## src/rtl/sc_uart_pkg.sv

```systemverilog
package sc_uart_pkg;

  typedef enum logic [1:0] {
    ADDR_CTRL = 2'd0,
    ADDR_DIV  = 2'd1,
    ADDR_DATA = 2'd2,
    ADDR_STAT = 2'd3
  } reg_addr_e;

  // control register, bit 3 down to bit 0
  typedef struct packed {
    logic irq_on_shift_done;
    logic odd_parity;
    logic rx_on;
    logic tx_on;
  } ctrl_t;

  localparam int STAT_CLR_TX_BIT = 4;
  localparam int STAT_CLR_RX_BIT = 5;

endpackage

```

## src/rtl/sc_uart_baud.sv

```systemverilog
module sc_uart_baud #(
  parameter int DIV_W = 8,
  parameter int OVS   = 16
) (
  input  logic             clk,
  input  logic             rst_n,
  input  logic [DIV_W-1:0] div,
  input  logic             restart,
  output logic             tick,
  output logic             bit_tick
);
  localparam int OVS_W = $clog2(OVS);

  logic [DIV_W-1:0] pre_q, pre_d;
  logic [OVS_W-1:0] ph_q, ph_d;

  always_comb begin
    tick     = (pre_q == div);
    bit_tick = tick && (ph_q == OVS_W'(OVS - 1));
    pre_d    = pre_q + 1'b1;
    ph_d     = ph_q;
    if (tick) begin
      pre_d = '0;
      ph_d  = (ph_q == OVS_W'(OVS - 1)) ? '0 : ph_q + 1'b1;
    end
    if (restart) begin
      pre_d = '0;
      ph_d  = '0;
    end
  end

  always_ff @(posedge clk or negedge rst_n) begin
    if (!rst_n) begin
      pre_q <= '0;
      ph_q  <= '0;
    end else begin
      pre_q <= pre_d;
      ph_q  <= ph_d;
    end
  end
endmodule

```

## src/rtl/sc_uart_tx.sv

```systemverilog
module sc_uart_tx #(
  parameter int DATA_W = 8
) (
  input  logic              clk,
  input  logic              rst_n,
  input  logic              en,
  input  logic              odd,
  input  logic              bit_tick,
  input  logic              buf_wr,
  input  logic [DATA_W-1:0] buf_data,
  output logic              buf_empty,
  output logic              reg_empty,
  output logic              line_low,
  output logic              load_pulse,
  output logic              done_pulse
);
  localparam int FRAME = DATA_W + 3;
  localparam int IDX_W = $clog2(FRAME);

  logic              busy_q, busy_d;
  logic [IDX_W-1:0]  idx_q, idx_d;
  logic [FRAME-1:0]  shf_q, shf_d;
  logic [DATA_W-1:0] buf_q, buf_d;
  logic              full_q, full_d;
  logic              last_bit;

  always_comb begin
    last_bit   = busy_q && (idx_q == IDX_W'(FRAME - 1));
    load_pulse = en && full_q && bit_tick && (!busy_q || last_bit);
    done_pulse = en && bit_tick && last_bit;
    busy_d     = busy_q;
    idx_d      = idx_q;
    shf_d      = shf_q;
    if (!en) begin
      busy_d = 1'b0;
      idx_d  = '0;
    end else if (load_pulse) begin
      busy_d = 1'b1;
      idx_d  = '0;
      shf_d  = {1'b1, (^buf_q) ^ odd, buf_q, 1'b0};
    end else if (done_pulse) begin
      busy_d = 1'b0;
      idx_d  = '0;
    end else if (busy_q && bit_tick) begin
      idx_d = idx_q + 1'b1;
      shf_d = shf_q >> 1;
    end
    full_d = buf_wr ? 1'b1 : (load_pulse ? 1'b0 : full_q);
    buf_d  = buf_wr ? buf_data : buf_q;
  end

  assign line_low  = busy_q && !shf_q[0];
  assign buf_empty = !full_q;
  assign reg_empty = !busy_q;

  always_ff @(posedge clk or negedge rst_n) begin
    if (!rst_n) begin
      busy_q <= 1'b0;
      idx_q  <= '0;
      shf_q  <= '1;
      buf_q  <= '0;
      full_q <= 1'b0;
    end else begin
      busy_q <= busy_d;
      idx_q  <= idx_d;
      shf_q  <= shf_d;
      buf_q  <= buf_d;
      full_q <= full_d;
    end
  end
endmodule

```

## src/rtl/sc_uart_rx.sv

```systemverilog
module sc_uart_rx #(
  parameter int DATA_W = 8,
  parameter int OVS    = 16
) (
  input  logic              clk,
  input  logic              rst_n,
  input  logic              en,
  input  logic              odd,
  input  logic              tick,
  input  logic              line_in,
  input  logic              rd_clr,
  output logic [DATA_W-1:0] rbuf,
  output logic              done,
  output logic              perr,
  output logic              line_low,
  output logic              fin_pulse
);
  localparam int FRAME = DATA_W + 3;
  localparam int IDX_W = $clog2(FRAME);
  localparam int OVS_W = $clog2(OVS);
  localparam logic [OVS_W-1:0] MID = OVS_W'(OVS / 2 - 1);

  logic              act_q, act_d;
  logic [OVS_W-1:0]  ph_q, ph_d;
  logic [IDX_W-1:0]  idx_q, idx_d;
  logic [DATA_W-1:0] sh_q, sh_d;
  logic              bad_q, bad_d;
  logic [DATA_W-1:0] rbuf_q, rbuf_d;
  logic              done_q, done_d;
  logic              perr_q, perr_d;
  logic              samp, bit_end;

  always_comb begin
    samp      = act_q && tick && (ph_q == MID);
    bit_end   = act_q && tick && (ph_q == OVS_W'(OVS - 1));
    fin_pulse = 1'b0;
    act_d = act_q;
    ph_d  = ph_q;
    idx_d = idx_q;
    sh_d  = sh_q;
    bad_d = bad_q;
    if (!en) begin
      act_d = 1'b0;
    end else if (!act_q) begin
      if (tick && !line_in) begin
        act_d = 1'b1;
        ph_d  = '0;
        idx_d = '0;
        bad_d = 1'b0;
      end
    end else if (tick) begin
      ph_d = ph_q + 1'b1;
      if (samp) begin
        if (idx_q == '0) begin
          if (line_in) act_d = 1'b0;
        end else if (idx_q <= IDX_W'(DATA_W)) begin
          sh_d = {line_in, sh_q[DATA_W-1:1]};
        end else if (idx_q == IDX_W'(DATA_W + 1)) begin
          bad_d = line_in ^ (^sh_q) ^ odd;
        end
      end
      if (bit_end) begin
        if (idx_q == IDX_W'(FRAME - 1)) begin
          act_d     = 1'b0;
          fin_pulse = 1'b1;
        end else begin
          idx_d = idx_q + 1'b1;
        end
      end
    end
    rbuf_d = rbuf_q;
    perr_d = perr_q;
    done_d = rd_clr ? 1'b0 : done_q;
    if (fin_pulse) begin
      rbuf_d = sh_q;
      perr_d = bad_q;
      done_d = 1'b1;
    end
  end

  assign line_low = act_q && bad_q && (idx_q == IDX_W'(FRAME - 1));
  assign rbuf     = rbuf_q;
  assign done     = done_q;
  assign perr     = perr_q;

  always_ff @(posedge clk or negedge rst_n) begin
    if (!rst_n) begin
      act_q  <= 1'b0;
      ph_q   <= '0;
      idx_q  <= '0;
      sh_q   <= '0;
      bad_q  <= 1'b0;
      rbuf_q <= '0;
      done_q <= 1'b0;
      perr_q <= 1'b0;
    end else begin
      act_q  <= act_d;
      ph_q   <= ph_d;
      idx_q  <= idx_d;
      sh_q   <= sh_d;
      bad_q  <= bad_d;
      rbuf_q <= rbuf_d;
      done_q <= done_d;
      perr_q <= perr_d;
    end
  end
endmodule

```

## src/rtl/sc_uart.sv

```systemverilog
module sc_uart #(
  parameter int DATA_W = 8,
  parameter int DIV_W  = 8,
  parameter int OVS    = 16
) (
  input  logic              clk,
  input  logic              rst_n,
  input  logic              wr_en,
  input  logic [1:0]        wr_addr,
  input  logic [DATA_W-1:0] wr_data,
  input  logic              rd_en,
  input  logic [1:0]        rd_addr,
  output logic [DATA_W-1:0] rd_data,
  input  logic              tx_irq_ack,
  input  logic              rx_irq_ack,
  input  logic              line_in,
  output logic              line_oe,
  output logic              tx_irq,
  output logic              rx_irq
);
  import sc_uart_pkg::*;

  logic             rst_s0, rst_i;
  ctrl_t            ctrl_q, ctrl_d;
  logic [DIV_W-1:0] div_q, div_d;
  logic             txirq_q, txirq_d, rxirq_q, rxirq_d;
  logic [1:0]       lsync_q;
  logic             wr_ctrl, wr_div, wr_buf, wr_stat, rd_clr;
  logic             tick, bit_tick;
  logic             txbuf_empty, txreg_empty, tx_low, tx_load, tx_done;
  logic [DATA_W-1:0] rx_data;
  logic             rx_done, rx_perr, rx_low, rx_fin;
  logic             tx_ev;

  // reset: asserted asynchronously, released on the clock
  always_ff @(posedge clk or negedge rst_n) begin
    if (!rst_n) begin
      rst_s0 <= 1'b0;
      rst_i  <= 1'b0;
    end else begin
      rst_s0 <= 1'b1;
      rst_i  <= rst_s0;
    end
  end

  always_comb begin
    wr_ctrl = wr_en && (wr_addr == ADDR_CTRL);
    wr_div  = wr_en && (wr_addr == ADDR_DIV);
    wr_buf  = wr_en && (wr_addr == ADDR_DATA);
    wr_stat = wr_en && (wr_addr == ADDR_STAT);
    rd_clr  = rd_en && (rd_addr == ADDR_DATA);
    ctrl_d  = wr_ctrl ? ctrl_t'(wr_data[3:0]) : ctrl_q;
    div_d   = wr_div ? wr_data[DIV_W-1:0] : div_q;
    tx_ev   = ctrl_q.irq_on_shift_done ? tx_done : tx_load;
    txirq_d = txirq_q;
    if (tx_irq_ack || (wr_stat && wr_data[STAT_CLR_TX_BIT])) txirq_d = 1'b0;
    if (tx_ev) txirq_d = 1'b1;
    rxirq_d = rxirq_q;
    if (rx_irq_ack || (wr_stat && wr_data[STAT_CLR_RX_BIT])) rxirq_d = 1'b0;
    if (rx_fin) rxirq_d = 1'b1;
  end

  always_comb begin
    case (rd_addr)
      ADDR_CTRL: rd_data = DATA_W'(ctrl_q);
      ADDR_DIV:  rd_data = DATA_W'(div_q);
      ADDR_DATA: rd_data = rx_data;
      default:   rd_data = DATA_W'({rxirq_q, txirq_q, rx_perr, rx_done,
                                    txreg_empty, txbuf_empty});
    endcase
  end

  always_ff @(posedge clk or negedge rst_i) begin
    if (!rst_i) begin
      ctrl_q  <= '0;
      div_q   <= '0;
      txirq_q <= 1'b0;
      rxirq_q <= 1'b0;
      lsync_q <= 2'b11;
    end else begin
      ctrl_q  <= ctrl_d;
      div_q   <= div_d;
      txirq_q <= txirq_d;
      rxirq_q <= rxirq_d;
      lsync_q <= {lsync_q[0], line_in};
    end
  end

  sc_uart_baud #(.DIV_W(DIV_W), .OVS(OVS)) u_baud (
    .clk(clk), .rst_n(rst_i), .div(div_q), .restart(wr_div),
    .tick(tick), .bit_tick(bit_tick)
  );

  sc_uart_tx #(.DATA_W(DATA_W)) u_tx (
    .clk(clk), .rst_n(rst_i), .en(ctrl_q.tx_on), .odd(ctrl_q.odd_parity),
    .bit_tick(bit_tick), .buf_wr(wr_buf), .buf_data(wr_data),
    .buf_empty(txbuf_empty), .reg_empty(txreg_empty), .line_low(tx_low),
    .load_pulse(tx_load), .done_pulse(tx_done)
  );

  sc_uart_rx #(.DATA_W(DATA_W), .OVS(OVS)) u_rx (
    .clk(clk), .rst_n(rst_i), .en(ctrl_q.rx_on), .odd(ctrl_q.odd_parity),
    .tick(tick), .line_in(lsync_q[1]), .rd_clr(rd_clr),
    .rbuf(rx_data), .done(rx_done), .perr(rx_perr),
    .line_low(rx_low), .fin_pulse(rx_fin)
  );

  assign line_oe = tx_low | rx_low;
  assign tx_irq  = txirq_q;
  assign rx_irq  = rxirq_q;
endmodule

```

## config.mk

```make
export PLATFORM = sky130hd
export DESIGN_NAME = sc_uart
export DESIGN_NICKNAME = d
export VERILOG_FILES = /design/src/rtl/sc_uart_pkg.sv /design/src/rtl/sc_uart_baud.sv /design/src/rtl/sc_uart_tx.sv /design/src/rtl/sc_uart_rx.sv /design/src/rtl/sc_uart.sv
export SDC_FILE = /design/constraint.sdc
export NUM_CORES = 1
export LEC_CHECK = 0
export ABC_AREA = 1
export BUFFER_PORTS_ARGS = -buffer_cell sky130_fd_sc_hd__buf_2
export CORE_MARGIN = 1.5
export CORE_UTILIZATION = 50
export CTS_CLUSTER_DIAMETER = 30
export DETAILED_ROUTE_END_ITERATION = 8
export PLACE_DENSITY = 0.71
export RECOVER_POWER = 25
export SLEW_MARGIN = 20
export SYNTH_ARGS = -nofsm -noshare
export SYNTH_HDL_FRONTEND = slang
export SYNTH_SLANG_ARGS = --single-unit
```

## constraint.sdc

```tcl
create_clock -name clk -period 2.6 [get_ports clk]
set_input_delay 0.52 -clock clk [delete_from_list [all_inputs] [get_ports clk]]
set_output_delay 0.52 -clock clk [all_outputs]
set_load 0.01 [all_outputs]
```

=== Word level (Yosys, flattened, before mapping) ===
Index checks and enable logic that the tools add are counted.

* Flip-flop bits (word level): 83
* Logic and storage cells: 157
* Input port bits: 19

* Eq/ne operators: 22
* Mux-type cells: 53
* Reduce and logical (&&, ||, !) cells: 46
* Magnitude comparators: 1
* Bitwise logic cells: 5
* Add/subtract/negate cells: 5

{| class="wikitable"
|+ Operator list
! kind !! number
|-
| 4-bit two-way mux || 14
|-
| 1-bit two-way mux || 33
|-
| 11-bit two-way mux || 3
|-
| 8-bit one-hot mux with 3 select lines || 1
|-
| 1-bit logical AND || 22
|-
| 4-bit equality test (second input constant) || 5
|-
| 4-bit by 1-bit adder with 4-bit output (second input constant) || 4
|-
| 8-bit two-way mux || 2
|-
| 8-bit parity || 2
|-
| 2-bit != test (second input constant) || 7
|-
| 2-bit nonzero test || 7
|-
| 8-bit by 1-bit adder with 8-bit output (second input constant) || 1
|-
| 8-bit equality test || 1
|-
| 7-bit AND reduction || 1
|-
| 2-bit equality test (second input constant) || 3
|-
| 3-bit AND reduction || 2
|-
| 6-bit AND reduction || 1
|-
| 5-bit AND reduction || 1
|-
| 2-bit by 1-bit equality test with 1-bit output (second input constant) || 2
|-
| 4-bit by 3-bit equality test with 1-bit output (second input constant) || 1
|-
| 4-bit <= comparator (second input constant) || 1
|-
| 1-bit logical NOT || 4
|-
| 2-bit logical NOT || 2
|-
| 4-bit logical NOT || 1
|-
| 7 further kinds || 11
|}

=== Depth between registers and ports, before layout ===
Gate-level depths: netlist of the first run.

* Word-level depth: 9
* Mapped depth: 15
* Mapped depth without buffers: 14

=== Cells and area by module ===
From an unflattened synthesis of the first run, not the netlist that was laid out.

* Cell total of the unflattened synthesis: 563
* Area total of the unflattened synthesis: 4548.1 µm²

{| class="wikitable"
|+ By module, submodules not included
! module !! seq. area each (µm²) !! times used !! cells an instance !! area an instance (µm²)
|-
| sc_uart_rx || 700.7 || 1 || 179 || 1506.4
|-
| sc_uart_tx || 639.4 || 1 || 161 || 1288.7
|-
| sc_uart || 452.9 || 1 || 117 || 955.9
|-
| sc_uart_baud || 300.3 || 1 || 106 || 797.0
|}

=== Worst setup path before layout of the first run ===
OpenSTA, ideal clock, no wires.

* Kind: register to register
* Start: register u_tx.idx_q[0]
* End: register u_tx.shf_q[5]
* Arrival: 1.595 ns
* Clock period less this slack: 1.676 ns
* Required time: 2.519 ns
* Path buffers: 1
* Stages on the path, launching flop included: 11
* Slack: 0.924 ns
* Cell sequence: dfrtp_1 > inv_1 > ha_1 > nand2_1 > nor2_1 > inv_1 > a21oi_1 > nand3_1 > buf_2 > o21ai_0 > o21ai_2

* Word-level cells in the longest chain between the ends: 6
* Elaborated cells between the ends (all ways): 9
* Those cells by class: eq/ne (2); mux (1); reduce/logical (6)

{| class="wikitable"
|+ RTL lines
! item !! line !! text
|-
| from (decl) || sc_uart_tx.sv:21 || <nowiki>logic [IDX_W-1:0] idx_q, idx_d;</nowiki>
|-
| from (signal assigned) || sc_uart_tx.sv:65 || <nowiki>idx_q <= idx_d;</nowiki>
|-
| 4-bit equality test * || sc_uart_tx.sv:28 || <nowiki>last_bit = busy_q && (idx_q == IDX_W'(FRAME - 1));</nowiki>
|-
| 1-bit logical AND * || sc_uart_tx.sv:28 ||
|-
| 1-bit logical OR || sc_uart_tx.sv:29 || <nowiki>load_pulse = en && full_q && bit_tick && (!busy_q || last_bit);</nowiki>
|-
| 1-bit logical AND || sc_uart_tx.sv:29 ||
|-
| 2-bit != test (no line) / 2-bit nonzero test (equally long branches) || n/a ||
|-
| 3-bit AND reduction (no line) || n/a ||
|-
| to (signal assigned) || sc_uart_tx.sv:60 || <nowiki>shf_q <= '1;</nowiki>
|-
| to (signal assigned) || sc_uart_tx.sv:66 || <nowiki>shf_q <= shf_d;</nowiki>
|-
| to (decl) || sc_uart_tx.sv:22 || <nowiki>logic [FRAME-1:0] shf_q, shf_d;</nowiki>
|}

Mark *: on every way between the ends. The rest lies on a longest branch, timed or not.
A chain may end at the register's enable or synchronous reset.

=== Worst setup path after layout of the first run ===
* Start: register u_rx.idx_q[0]
* End: output port line_oe

* Word-level cells in the longest chain between the ends: 3

{| class="wikitable"
|+ RTL lines
! item !! line !! text
|-
| from (decl) || sc_uart_rx.sv:25 || <nowiki>logic [IDX_W-1:0] idx_q, idx_d;</nowiki>
|-
| from (signal assigned) || sc_uart_rx.sv:99 || <nowiki>idx_q <= idx_d;</nowiki>
|-
| 4-bit equality test || sc_uart_rx.sv:81 || <nowiki>assign line_low = act_q && bad_q && (idx_q == IDX_W'(FRAME - 1));</nowiki>
|-
| 1-bit logical AND || sc_uart_rx.sv:81 ||
|-
| 1-bit OR || sc_uart.sv:108 || <nowiki>assign line_oe = tx_low | rx_low;</nowiki>
|-
| to (decl) || sc_uart.sv:17 || <nowiki>output logic line_oe,</nowiki>
|}

No other way between the ends.

==> summary.md, run 1 <==
| Metric | Value |
|---|---|
| Number of enable flip-flop cells after synthesis | 0 |
| Setup Skew | 9.19 ps |
| Area contributors post-synth | dfrtp_1, nand2_1, dfstp_2 |
| Post-synthesis sequential area ratio | 0.475 |
| Commonest non-fill, non-tap cells in the layout | nand2_1, inv_1, dfrtp_1 |
| Die Y | around 97 um |
| Clock Path Buffers | 2 |
| Maximum clock frequency | 467 MHz |
| Postcts setup bufs | 0 |
| GR Util All Layers | 0.213 |
| Sw Pwr | 0.983 mW |
| Seq pwr share | 0.512 |
| Vias in the first global route | 3423 |
| CTS tree | done |
| Final TNS setup | 0 ps |
| Initial antenna violation count | 0 |
| 1st-iter DRT viols | 188 |
| Crit Path Class | reg2out |
| CTS root buffer | clkbuf_8 |
| Fraction of layout cells with a size suffix above 1 | 0.144 |
| Dpl cells | 688 |
| Yosys top cell by area | dfrtp_1 |
| Synth top area share | 0.398 |
| Synthesized net count | 587 |
| Clock share of power | 0.313 |
| Startpoint types | register |
| Synthesized area per cell | between 7 and 8 sq um |
| Synth cell types | 40 |
| Worst slew pin tran | roughly 1600 ps |
| Number of buffers inserted by port buffering | 29 |
| DRT Pass-1 Iters | 5 |
| CTS Sinks | 83 |
| Gate power share | 0.175 |
| Number of vias in the routed layout | approximately 3.6k |
| Power Internal | between 2 and 2.5 mW |
| Crit Path Max Fanout | 5 |
| Hold_ws | ~260 ps |
| Critical path required time | 2080 ps |
| Synth Flop Type | dfrtp_1 |
| Yosys reg bits | 83 |
| Slew headroom | -0.0684 |
| Max VDD drop | 0.378 mV |
| Cts repair resizes | 0 |
| CTS buffer count | 9 |
| Failing checks | max-capacitance violations, max-slew violations |
| Fin nets | 620 |
| First-pass GRT wire length | around 16000 um |
| DR WL/cell | 13.4 um |
| Clock Latency Late Sink | 350 ps |
| Post-detail-place hpwl | approximately 7100 um |
| Net Sw Frac | 0.322 |
| DRC | 0 |
| FFs w/ async S/R, synth | 1.00 |
| Pwr Density | 629 mW/mm^2 |
| Slew Viols, Final | 39 |
| Fin. Hold Viols | 0 |
| Routed WL | around 9400 um |
| Reg clk slew, reported paths | 90 ps |
| Most common cell after layout, fill and taps aside | nand2_1 |
| Max Cap Viol | 1 |
| Tcrit/Tclk final | 0.823 |
| Pleak | 2.43 nW |
| Area delta synth->final | 10.1% |
| Antenna diodes | 0 |
| Unrepaired setup endpoints after global routing | false |
| Chip width | 96.9 um |
| DR vias/cell | 5.11 |
| Fill count | 801 |
| HP Class | in2reg |
| Antenna Nets Post-Route | 0 |
| CP endpoint kind | output pin |
| Largest net degree at the start of global routing | 44 |
| Placer congestion estimate | 0.852 |
| I/O pin count | 30 |
| Die ar. | 0.00938 sq mm |
| Status | finished with violations |
| Post-synthesis cell count | roughly 560 |
| Fin cells | 705 |
| CP arrival | 1620 ps |
| H-tree Lvls | 3 |
| Total core area | 0.00864 sq mm |
| Finish-stage setup viols | 0 |
| FP Rows | 34 |
| Initial Util | 0.510 |
| Mapped Area | 0.00441 sq mm |
| Congestion Overflow GR | 0 |
| Yosys warns | 0 |
| Final Critical Period | 2140 ps |
==> registers in the layout (all words and copies together), names as in the netlist, 2 cells and up <==
name and cells:
u_tx.buf_q 8, u_baud.ph_q 4, u_tx.shf_q 11, u_tx.idx_q 4, u_rx.ph_q 4, u_rx.rbuf 8, div_q 8, u_rx.sh_q 8
u_baud.pre_q 8, lsync_q 2, u_rx.idx_q 4, ctrl_q 4
==> kinds of logic (layout without fill, tap and decap cells) <==
kind of cell | count (synthesis) | in the layout | share of synthesized area
flip-flops | 83 | 83 | 0.475
XOR/XNOR | 14 | 14 | 0.0278
adder cells (fa/ha/maj) | 9 | 9 | 0.0256
buffers and inverters | 93 | 131 | 0.0880
AND/OR/NAND/NOR | 269 | 269 | 0.264
other | 1 | 1 | 0.000851
AO/OA/AOI/OAI | 90 | 90 | 0.118
==> final cells by class <==
class	count	area, sq um	share of cell area
sequential	83	2090	0.432
multi-input combinational	383	1920	0.397
inverter	81	304	0.0627
timing repair buffer	34	193	0.0397
tap	108	135	0.0279
clock buffer	9	124	0.0255
clock inverter	7	75.1	0.0155
==> stage by stage <==
stage | total power [mW] | utilization | setup WS (ps) | cell area, sq um
after floorplan | 1.96 | - | 140 | 4410
after global placement | 2.09 | 0.538 | 553 | 4650
after detailed placement | 2.12 | 0.538 | 484 | 4650
after CTS | 3.07 | 0.562 | 445 | 4860
after global routing | 3.23 | 0.561 | 373 | 4850
final | 3.05 | 0.561 | 460 | 4850
==> layer usage <==
layer  routed length (um)  GRT usage  up-vias
li1                     -          -     1832
met2                 4410      0.347       72
met3                  431     0.0383        9
met4                  127     0.0557        0
met5                    0          0        -
met1                 4450      0.295     1692
==> cells in the mapped netlist (2+ instances only) <==
master,count
xor2_1,8
nor3b_1,2
a221oi_1,2
o221ai_1,2
o2111ai_1,2
nand3b_1,2
nand2_1,176
o22ai_1,2
o21ai_2,9
nand4_1,4
ha_1,9
dfstp_2,13
clkbuf_1,3
nand3_4,2
dfrtp_1,70
inv_1,74
nor2_1,34
a21oi_1,12
nor3_1,9
o21ai_1,6
buf_2,3
nand2_4,2
xnor2_1,6
inv_2,7
nand2_2,3
buf_6,4
o21ai_0,50
nand3_1,31
==> power by group through the flow <==
stage | sequential [mW] | combinational (mW) | clock, mW
6_report | 1.56 | 0.535 | 0.953
2_1_floorplan | 1.54 | 0.417 | 0
3_5_place_dp | 1.58 | 0.534 | 0
4_1_cts | 1.56 | 0.538 | 0.970
3_3_place_gp | 1.58 | 0.506 | 0
5_1_grt | 1.58 | 0.625 | 1.02
==> worst max-delay path: stages (launching register included) <==
cell	delay [ps]
dfrtp_1	460
inv_1	140
ha_1	150
nand2_1	160
o22ai_1	200
buf_2	170
==> worst paths after layout <==
kind                                     from       endpoint  slack (ps)  depth (start not counted)
max in group asynchronous               rst_i     lsync_q[0]         930                          1
worst min register to register         rst_s0          rst_i         350                          0
worst min-delay path                  line_in     lsync_q[0]         260                          1
min in group asynchronous               rst_n         rst_s0         470                          2
worst max register to register       div_q[7]  u_tx.shf_q[7]         600                         10
worst max-delay path            u_rx.idx_q[0]        line_oe         460                          5
==> timing repair <==
action / CTS / global route
setup endpoints to repair: 0 / 0
hold buffers: 1 / 0
endpoints found under the hold margin: 2 / 0
No activity file was read; power rests on OpenSTA's default activity.
==> run 2: changes to the inputs <==
--- a/config.mk
+++ b/config.mk
@@ -5,13 +5,13 @@
 export SDC_FILE = /design/constraint.sdc
 export NUM_CORES = 1
 export LEC_CHECK = 0
-export ABC_AREA = 1
+export ABC_AREA = 0
 export BUFFER_PORTS_ARGS = -buffer_cell sky130_fd_sc_hd__buf_2
 export CORE_MARGIN = 1.5
 export CORE_UTILIZATION = 50
 export CTS_CLUSTER_DIAMETER = 30
 export DETAILED_ROUTE_END_ITERATION = 8
-export PLACE_DENSITY = 0.71
+export PLACE_DENSITY = 0.68
 export RECOVER_POWER = 25
 export SLEW_MARGIN = 20
 export SYNTH_ARGS = -nofsm -noshare
==> constraint.sdc (replaced) <==
create_clock -name clk -period 2.05 [get_ports clk]
set_input_delay 0.41 -clock clk [delete_from_list [all_inputs] [get_ports clk]]
set_output_delay 0.41 -clock clk [all_outputs]
set_load 0.01 [all_outputs]
==> run 2 against run 1 <==
  * The run now ends clean
  * Critical path depth increased by 1
  * First-iteration DRC count increased by 20%
  * Highest routed layer unchanged
  * Area after synthesis decreased by 5.9%
  * Sequential power increased by 29%
  * Worst hold slack got worse by 110 ps
  * Clock-buffer cell count increased by 3
  * Total power increased by 41%
  * Non-clock buffer count increased by 25
  * Clock power increased by 40%
  * Final cell count decreased by 26%
  * Final area increased by 0.85%
  * Combinational power increased by 80%
==> summary.md, run 2 <==
| Metric | Value |
|---|---|
| Status | complete, no violations |
| Yosys top cell by area | dfrtp_1 |
| GR Util All Layers | 0.221 (+0.00797) |
| Post-synthesis xor/xnor area fraction | 0.0721 (+0.0443) |
| Die Y | 94.1 um (-2.9%) |
| Pleak | 2.24 nW (-8.0%) |
| Vias in the first global route | 2878 (-16%) |
| Reg clk slew, reported paths | 80 ps (about the same) |
| RR Startpoint | u_baud.pre_q[4] |
| Worst slew pin tran | 1010 ps (-588 ps) |
| CTS buffer count | 9 (unchanged) |
| R2R depth | 6 (-4) |
| Hold Path Origin | line_in |
| Worst Setup EP | u_rx.idx_q[2] |
| First-pass GRT wire length | 14800 um (-8.2%) |
| Routed WL | 8770 um (-6.9%) |
| Most common cell after layout, fill and taps aside | dfrtp_1 |
| Critical path required time | 2330 ps (+250 ps) |
| Slew headroom | 0.324 (+0.392) |
| Fill count | 633 (-21%) |
| Main combinational cell family by area after synthesis | multiplexers |
| Fin nets | 439 (-29%) |
| Most frequent cell after synthesis | dfrtp_1 |
| Commonest non-fill, non-tap cells in the layout | dfrtp_1, buf_4, buf_2 |
| CTS root buffer | clkbuf_8 |
| Synthesized area per cell | 11.7 sq um (+48%) |
| Yosys reg bits | 83 (unchanged) |
| Final TNS setup | 0 ps (unchanged) |
| Total core area | 0.00813 sq mm (-5.8%) |
| CP endpoint kind | register |
| Synth top cells by count | dfrtp_1, mux2_2, nor2_1, nand2_1, mux2_1 |
| Multi-input logic area | 0.00200 sq mm (+4.2%) |
| FP Rows | 33 (-2.9%) |
| Startpoint types | register |
| Fin. Hold Viols | 0 (unchanged) |
| Hold_ws | 150 ps (-110 ps) |
| Area contributors post-synth | dfrtp_1, dfstp_2, mux2_2 |
| CTS Sinks | 83 (unchanged) |
| CP arrival | 2280 ps (+660 ps) |
| Hold Crit Depth | 1 (unchanged) |
| Mux cell area share after synthesis | 0.134 (+0.134) |
| Unrepaired setup endpoints after global routing | true |
| Initial antenna violation count | 0 (unchanged) |
| Clock Path Buffers | 2 (unchanged) |
| Largest net degree at the start of global routing | 45 (+2.3%) |
| Crit Path Max Fanout | 10 (+5) |
| Number of vias in the routed layout | 2924 (-19%) |
| Final Critical Period | between 1500 and 2000 ps |
| Utilization after layout | 0.601 (+0.0397) |
| Synth cell types | 51 (+28%) |
| Chip width | 94.1 um (-2.9%) |
| Post-Synth Adder-Cell Area | 0.0271 (+0.00159) |
| H-tree Lvls | 3 (unchanged) |
| Pwr Density | 881 mW/mm^2 (+40%) |
| DR WL/cell | 16.8 um (+26%) |
| DR vias/cell | 5.61 (+9.8%) |
| Simple-gate share of the synthesized area | 0.128 (-0.136) |
| Compound-Gate Fraction of Synth Area | 0.107 (-0.0116) |
| FFs w/ async S/R, synth | 1.00 (unchanged) |
| Mapped Area | 0.00415 sq mm (-5.9%) |
| Antenna diodes | 0 (unchanged) |
| Max FFs per register | 11 (unchanged) |
| Synth top area share | 0.422 (+0.0247) |
| Tcrit/Tclk final | 0.975 |
| Die ar. | 0.00885 sq mm (-5.7%) |
| Max Cap Viol | 0 (-1) |
| Clock Latency Late Sink | 360 ps (about the same) |
| Fraction of layout cells with a size suffix above 1 | 0.303 (+0.159) |
| I/O pin count | 30 (unchanged) |
| HP Class | in2reg |
| Initial Util | 0.510 (about the same) |
| DRC | 0 (unchanged) |
| Number of buffers inserted by port buffering | 29 (unchanged) |
| Number of enable flip-flop cells after synthesis | 0 (unchanged) |
| CTS tree | done |
| Largest Register | u_tx.shf_q |
| Post-synthesis sequential area ratio | 0.505 (+0.0295) |
| Slew Viols, Final | 0 (-100%) |
| Setup Skew | 10.7 ps (+1.47 ps) |
| 1st-iter DRT viols | 225 (+20%) |
| Placer congestion estimate | 0.818 (-3.9%) |
| Total power | 4.31 mW (+41%) |
| Setup crit start | u_baud.pre_q[4] |
| Area delta synth->final | 17.9% |
| Worst reg2reg path endpoint | u_rx.idx_q[2] |
| Reg area | 0.00210 sq mm (+0.18%) |
| Finish-stage setup viols | 0 (unchanged) |
| Post-detail-place hpwl | 6350 um (-10%) |
| Max VDD drop | 0.521 mV (+38%) |
| R2R Setup Slk | 50 ps (-550 ps) |
| Crit Path Class | reg2reg |
| Maximum clock frequency | 501 MHz |
| DRT Pass-1 Iters | 4 (-1) |
| Synth Flop Type | dfrtp_1 |
| Synthesized net count | 384 (-35%) |
| Congestion Overflow GR | 0 (unchanged) |
| Antenna Nets Post-Route | 0 (unchanged) |
| Yosys warns | 0 (unchanged) |
| Post-synthesis cell count | 356 (-36%) |
[run 2: cell types whose count changed after synthesis, moves of 9 or more]
cell / previous run / this run
mux2_1: 0 / 17
nand3_1: 31 / 15
o21ai_0: 50 / 4
mux2_2: 0 / 20
o21ai_2: 9 / 0
nand2_1: 176 / 19
nor2_1: 34 / 20
inv_1: 74 / 12
[run 2: worst max-delay path: stages, from the launching register on]
cell,delay (ps)
dfrtp_1,420
xor2_1,180
nor4_4,310
nand2_1,160
buf_4,210
or4_1,500
a21oi_1,150
[run 2: cells by family (layout without fill, tap and decap cells)]
kind of cell	after synthesis	in the layout
adders and majority gates	9	9
xor gates and xnor gates	31	31
AOI/OAI and AO/OA	63	63
muxes	46	46
other	1	1
DFF	83	83
buffers and inverters	27	87
and+or+nand+nor	96	96
[run 2: through the flow]
step | setup WS (ps) | cells | instance area [sq um]
global route | -41.0 | 521 | 4890
CTS | 26.5 | 518 | 4830
detailed placement | -18.1 | 501 | 4580
floorplan | 1.82 | 356 | 4160
global placement | 60.4 | 501 | 4580
finish | 52.2 | 521 | 4890
[run 2: power by group]
group | internal [mW] | switching, mW
sequential | 1.82 | 0.191
clock | 0.751 | 0.578
combinational | 0.490 | 0.473
total | 3.06 | 1.24
[run 2: worst min path at each step]
stage            endpoint  slack, ps
5_1_grt        lsync_q[0]        140
2_1_floorplan       rst_i        110
6_report       lsync_q[0]        150
4_1_cts        lsync_q[0]        140
3_3_place_gp       rst_s0        190
3_5_place_dp       rst_s0        200
[run 2: what timing repair did]
action	in CTS	in global routing
hold endpoints to repair	2	0
gates cloned	0	1
hold buffers	1	0
endpoints found under the setup margin	10	31
pin swaps	0	2
setup buffers	0	2
resized for setup	4	12
[run 2: routing by layer]
metal	wire, um	track usage
met5	0	0
met4	151	0.0771
met2	4040	0.338
met1	4330	0.315
met3	245	0.0421
[run 2: final cells by class]
type / count / share of cell area
clock inverter: 4 / 0.0148
clock buffer: 12 / 0.0317
sequential: 83 / 0.429
inverter: 12 / 0.00921
timing repair buffer: 59 / 0.0786
multi-input combinational: 246 / 0.410
tap: 105 / 0.0269
==> run 3: changes to the inputs <==
--- a/config.mk
+++ b/config.mk
@@ -7,13 +7,16 @@
 export LEC_CHECK = 0
 export ABC_AREA = 0
 export BUFFER_PORTS_ARGS = -buffer_cell sky130_fd_sc_hd__buf_2
+export CELL_PAD_IN_SITES_DETAIL_PLACEMENT = 0
+export CELL_PAD_IN_SITES_GLOBAL_PLACEMENT = 1
 export CORE_MARGIN = 1.5
-export CORE_UTILIZATION = 50
+export CORE_UTILIZATION = 49
 export CTS_CLUSTER_DIAMETER = 30
 export DETAILED_ROUTE_END_ITERATION = 8
-export PLACE_DENSITY = 0.68
+export PLACE_DENSITY_LB_ADDON = 0.1
 export RECOVER_POWER = 25
 export SLEW_MARGIN = 20
 export SYNTH_ARGS = -nofsm -noshare
 export SYNTH_HDL_FRONTEND = slang
+export SYNTH_HIERARCHICAL = 1
 export SYNTH_SLANG_ARGS = --single-unit
==> constraint.sdc (replaced) <==
create_clock -name clk -period 2.05 [get_ports clk]
set_input_delay 0.1025 -clock clk [delete_from_list [all_inputs] [get_ports clk]]
set_output_delay 0.1025 -clock clk [all_outputs]
set_load 0.01 [all_outputs]
==> run 3 against run 2 <==
  * The flow now finishes with violations (negative setup slack)
  * Register-to-register slack lost 90 ps
  * Flip-flop and latch count is the same
  * Via count grew 4.3%
  * Largest power group unchanged
==> summary.md, run 3 <==
| Metric | Value |
|---|---|
| Final Critical Period | 2090 ps (+87.4 ps) |
| H-tree Lvls | 3 (unchanged) |
| Pleak | 2.50 nW (+12%) |
| Max FFs per register | 11 (unchanged) |
| Number of vias in the routed layout | 3051 (+4.3%) |
| Fin. Hold Viols | 0 (unchanged) |
| DR WL/cell | 16.7 um (-0.59%) |
| CTS buffer count | 9 (unchanged) |
| Die Y | 96.2 um (+2.2%) |
| RR Startpoint | u_baud/pre_q[6] |
| Slew headroom | 0.0566 (-0.267) |
| CTS Sinks | 83 (unchanged) |
| PnR worst setup slack | -35.2 ps (-87.4 ps) |
| DR vias/cell | 5.53 (-1.5%) |
| GR Util All Layers | 0.214 (-0.00652) |
| Yosys warns | 6 (+6) |
| Die ar. | 0.00925 sq mm (+4.5%) |
| HP Class | in2reg |
| DRT Pass-1 Iters | 4 (unchanged) |
| Worst slew pin tran | 1420 ps (+400 ps) |
| Failing checks | negative setup slack |
| Hold_ws | 24.0 ps (-126 ps) |
| Clock Path Buffers | 2 (unchanged) |
| Fin nets | 470 (+7.1%) |
| Finish-stage setup viols | 17 (+17) |
| Largest net degree at the start of global routing | 36 (-20%) |
| I/O pin count | 30 (unchanged) |
| Vias in the first global route | 2991 (+3.9%) |
| Area contributors post-synth | dfrtp_1, mux2_2, dfstp_2 |
| Synthesized net count | 383 (-0.26%) |
| First-pass GRT wire length | 14900 um (+0.84%) |
| DRC | 0 (unchanged) |
| CP arrival | 2330 ps (+50 ps) |
| Yosys reg bits | 83 (unchanged) |
| Mapped Area | 0.00425 sq mm (+2.5%) |
| Area delta synth->final | 26.3% |
| Number of enable flip-flop cells after synthesis | 0 (unchanged) |
| Reg clk slew, reported paths | 90 ps (about the same) |
| CTS root buffer | clkbuf_8 |
| Dpl cells | 525 (+4.8%) |
| Synth top area share | 0.412 (-0.0104) |
| Maximum clock frequency | 480 MHz (-4.2%) |
| Fin cells | 552 (+6.0%) |
| Yosys top cell by area | dfrtp_1 |
| Congestion Overflow GR | 0 (unchanged) |
| FFs w/ async S/R, synth | 1.00 (unchanged) |
| Fill count | 667 (+5.4%) |
| Synth cell types | 67 (+31%) |
| Most frequent cell after synthesis | dfrtp_1 |
| Routed WL | 9230 um (+5.3%) |
| Commonest non-fill, non-tap cells in the layout | dfrtp_1, buf_4, mux2_2 |
| Chip width | 96.2 um (+2.2%) |
| Largest Register | u_tx/shf_q |
| Synthesized area per cell | 12.0 sq um (+2.8%) |
| Max Cap Viol | 0 (unchanged) |
| Setup crit start | u_baud/pre_q[6] |
| Critical path required time | 2290 ps (-40 ps) |
| Total core area | 0.00830 sq mm (+2.0%) |
| DP Area | 0.00483 sq mm (+5.5%) |
| Clock Latency Late Sink | 360 ps (about the same) |
| Initial antenna violation count | 0 (unchanged) |
| 1st-iter DRT viols | 92 (-59%) |
| R2R Setup Slk | -40 ps (-90 ps) |
| Crit Path Class | reg2reg |
| Unrepaired setup endpoints after global routing | true |
| Startpoint types | register |
| CTS tree | done |
| FP Rows | 33 (unchanged) |
| Slew Viols, Final | 0 (unchanged) |
| Synth top cells by count | dfrtp_1, mux2_2, xnor2_1, nand2_1, inv_1 |
| CP endpoint kind | register |
| Post-synthesis cell count | 355 (-0.28%) |
| Utilization after layout | 0.647 (+0.0462) |
| Post-synthesis sequential area ratio | 0.492 (-0.0125) |
| Placer congestion estimate | 0.842 (+3.0%) |
| Antenna diodes | 0 (unchanged) |
| Max VDD drop | 0.517 mV (-0.88%) |
| Initial Util | 0.512 (+0.00252) |
| Cell area after layout | 0.00537 sq mm (+9.9%) |
| Fraction of layout cells with a size suffix above 1 | 0.463 (+0.160) |
| Antenna Nets Post-Route | 0 (unchanged) |
| Tcrit/Tclk final | 1.02 (+0.0426) |
| Status | finished with violations |
| Pwr Density | 794 mW/mm^2 (-9.9%) |
| Crit Path Max Fanout | 8 (-2) |
| Total power | 4.27 mW (-0.95%) |
| Setup Skew | 14.5 ps (+3.84 ps) |
| Most common cell after layout, fill and taps aside | dfrtp_1 |
| Synth Flop Type | dfrtp_1 |
| Hold Path Origin | wr_data[2] |
| Number of buffers inserted by port buffering | 29 (unchanged) |
| Post-detail-place hpwl | 6730 um (+5.9%) |
[run 3: cell count changes after synthesis, sizes merged, moves of 8 or more]
cell	change
xnor2	+9
nor2	-8
clkbuf	-8
a2bb2oi	+8
xor2	-8
a22oi	-8
o22ai	+8
[run 3: layout make-up]
cell class | count | area [sq um] | share of cell area
Multi-Input combinational cell | 247 | 2240 | 0.417
Sequential cell | 83 | 2090 | 0.390
Clock inverter | 7 | 106 | 0.0198
Inverter | 14 | 52.6 | 0.00978
Timing Repair Buffer | 87 | 627 | 0.117
Clock buffer | 9 | 124 | 0.0231
Tap cell | 105 | 131 | 0.0245
[run 3: final timing paths]
path,depth (start not counted),endpoint
worst max-delay path,7,u_rx/sh_q[0]
worst min-delay path,2,ctrl_q[2]
worst max register to register,7,u_rx/sh_q[0]
worst min register to register,0,rst_i
max in group asynchronous,1,u_tx/shf_q[9]
min in group asynchronous,2,rst_i
[run 3: report_power, final]
group          switching [mW]  internal, mW  leakage [nW]  total [mW]
Clock                   0.651         0.710         0.117        1.36
Combinational           0.376         0.545          1.35       0.921
Sequential              0.191          1.79          1.04        1.98
Total                    1.22          3.05          2.50        4.27
[run 3: cells by family after synthesis]
logic type	count (synthesis)	synth area share
fa+ha+maj	9	0.0265
xor+xnor	32	0.0724
simple gates	97	0.138
compound gates	61	0.0994
other cells	1	0.000882
mux	47	0.142
buf+inv	25	0.0288
flops	83	0.492
[run 3: metrics by stage]
step	setup WS, ps	TNS [ps]
6_report	-35.2	-486
5_1_grt	-145	-2860
4_1_cts	-109	-1610
3_5_place_dp	-100	-1510
3_3_place_gp	-68.9	-736
2_1_floorplan	-60.5	-615
[run 3: layer usage]
layer | track usage | vias to the layer above | share of wire | routed length [um]
li1 | - | 1471 | - | -
met1 | 0.289 | 1542 | 0.47 | 4330
met2 | 0.353 | 27 | 0.50 | 4570
met3 | 0.0316 | 11 | 0.022 | 202
met4 | 0.0735 | 0 | 0.014 | 127
met5 | 0 | - | 0 | 0
[run 3: worst max-delay path, cell delays in order (launching register included)]
cell,delay (ps)
dfrtp_1,410
xnor2_2,180
nand4_1,160
nor2_2,170
buf_6,140
nand2_4,40
or4_4,530
mux2_4,340
[run 3: what timing repair did]
| item | 4_1_cts | 5_1_grt |
|---|---|---|
| cloned | 0 | 1 |
| hold buffers | 2 | 0 |
| pin swaps | 6 | 14 |
| gates resized for setup | 14 | 39 |
| endpoints found under the setup margin | 36 | 48 |
| endpoints found under the hold margin | 3 | 0 |
| setup buffers | 4 | 6 |
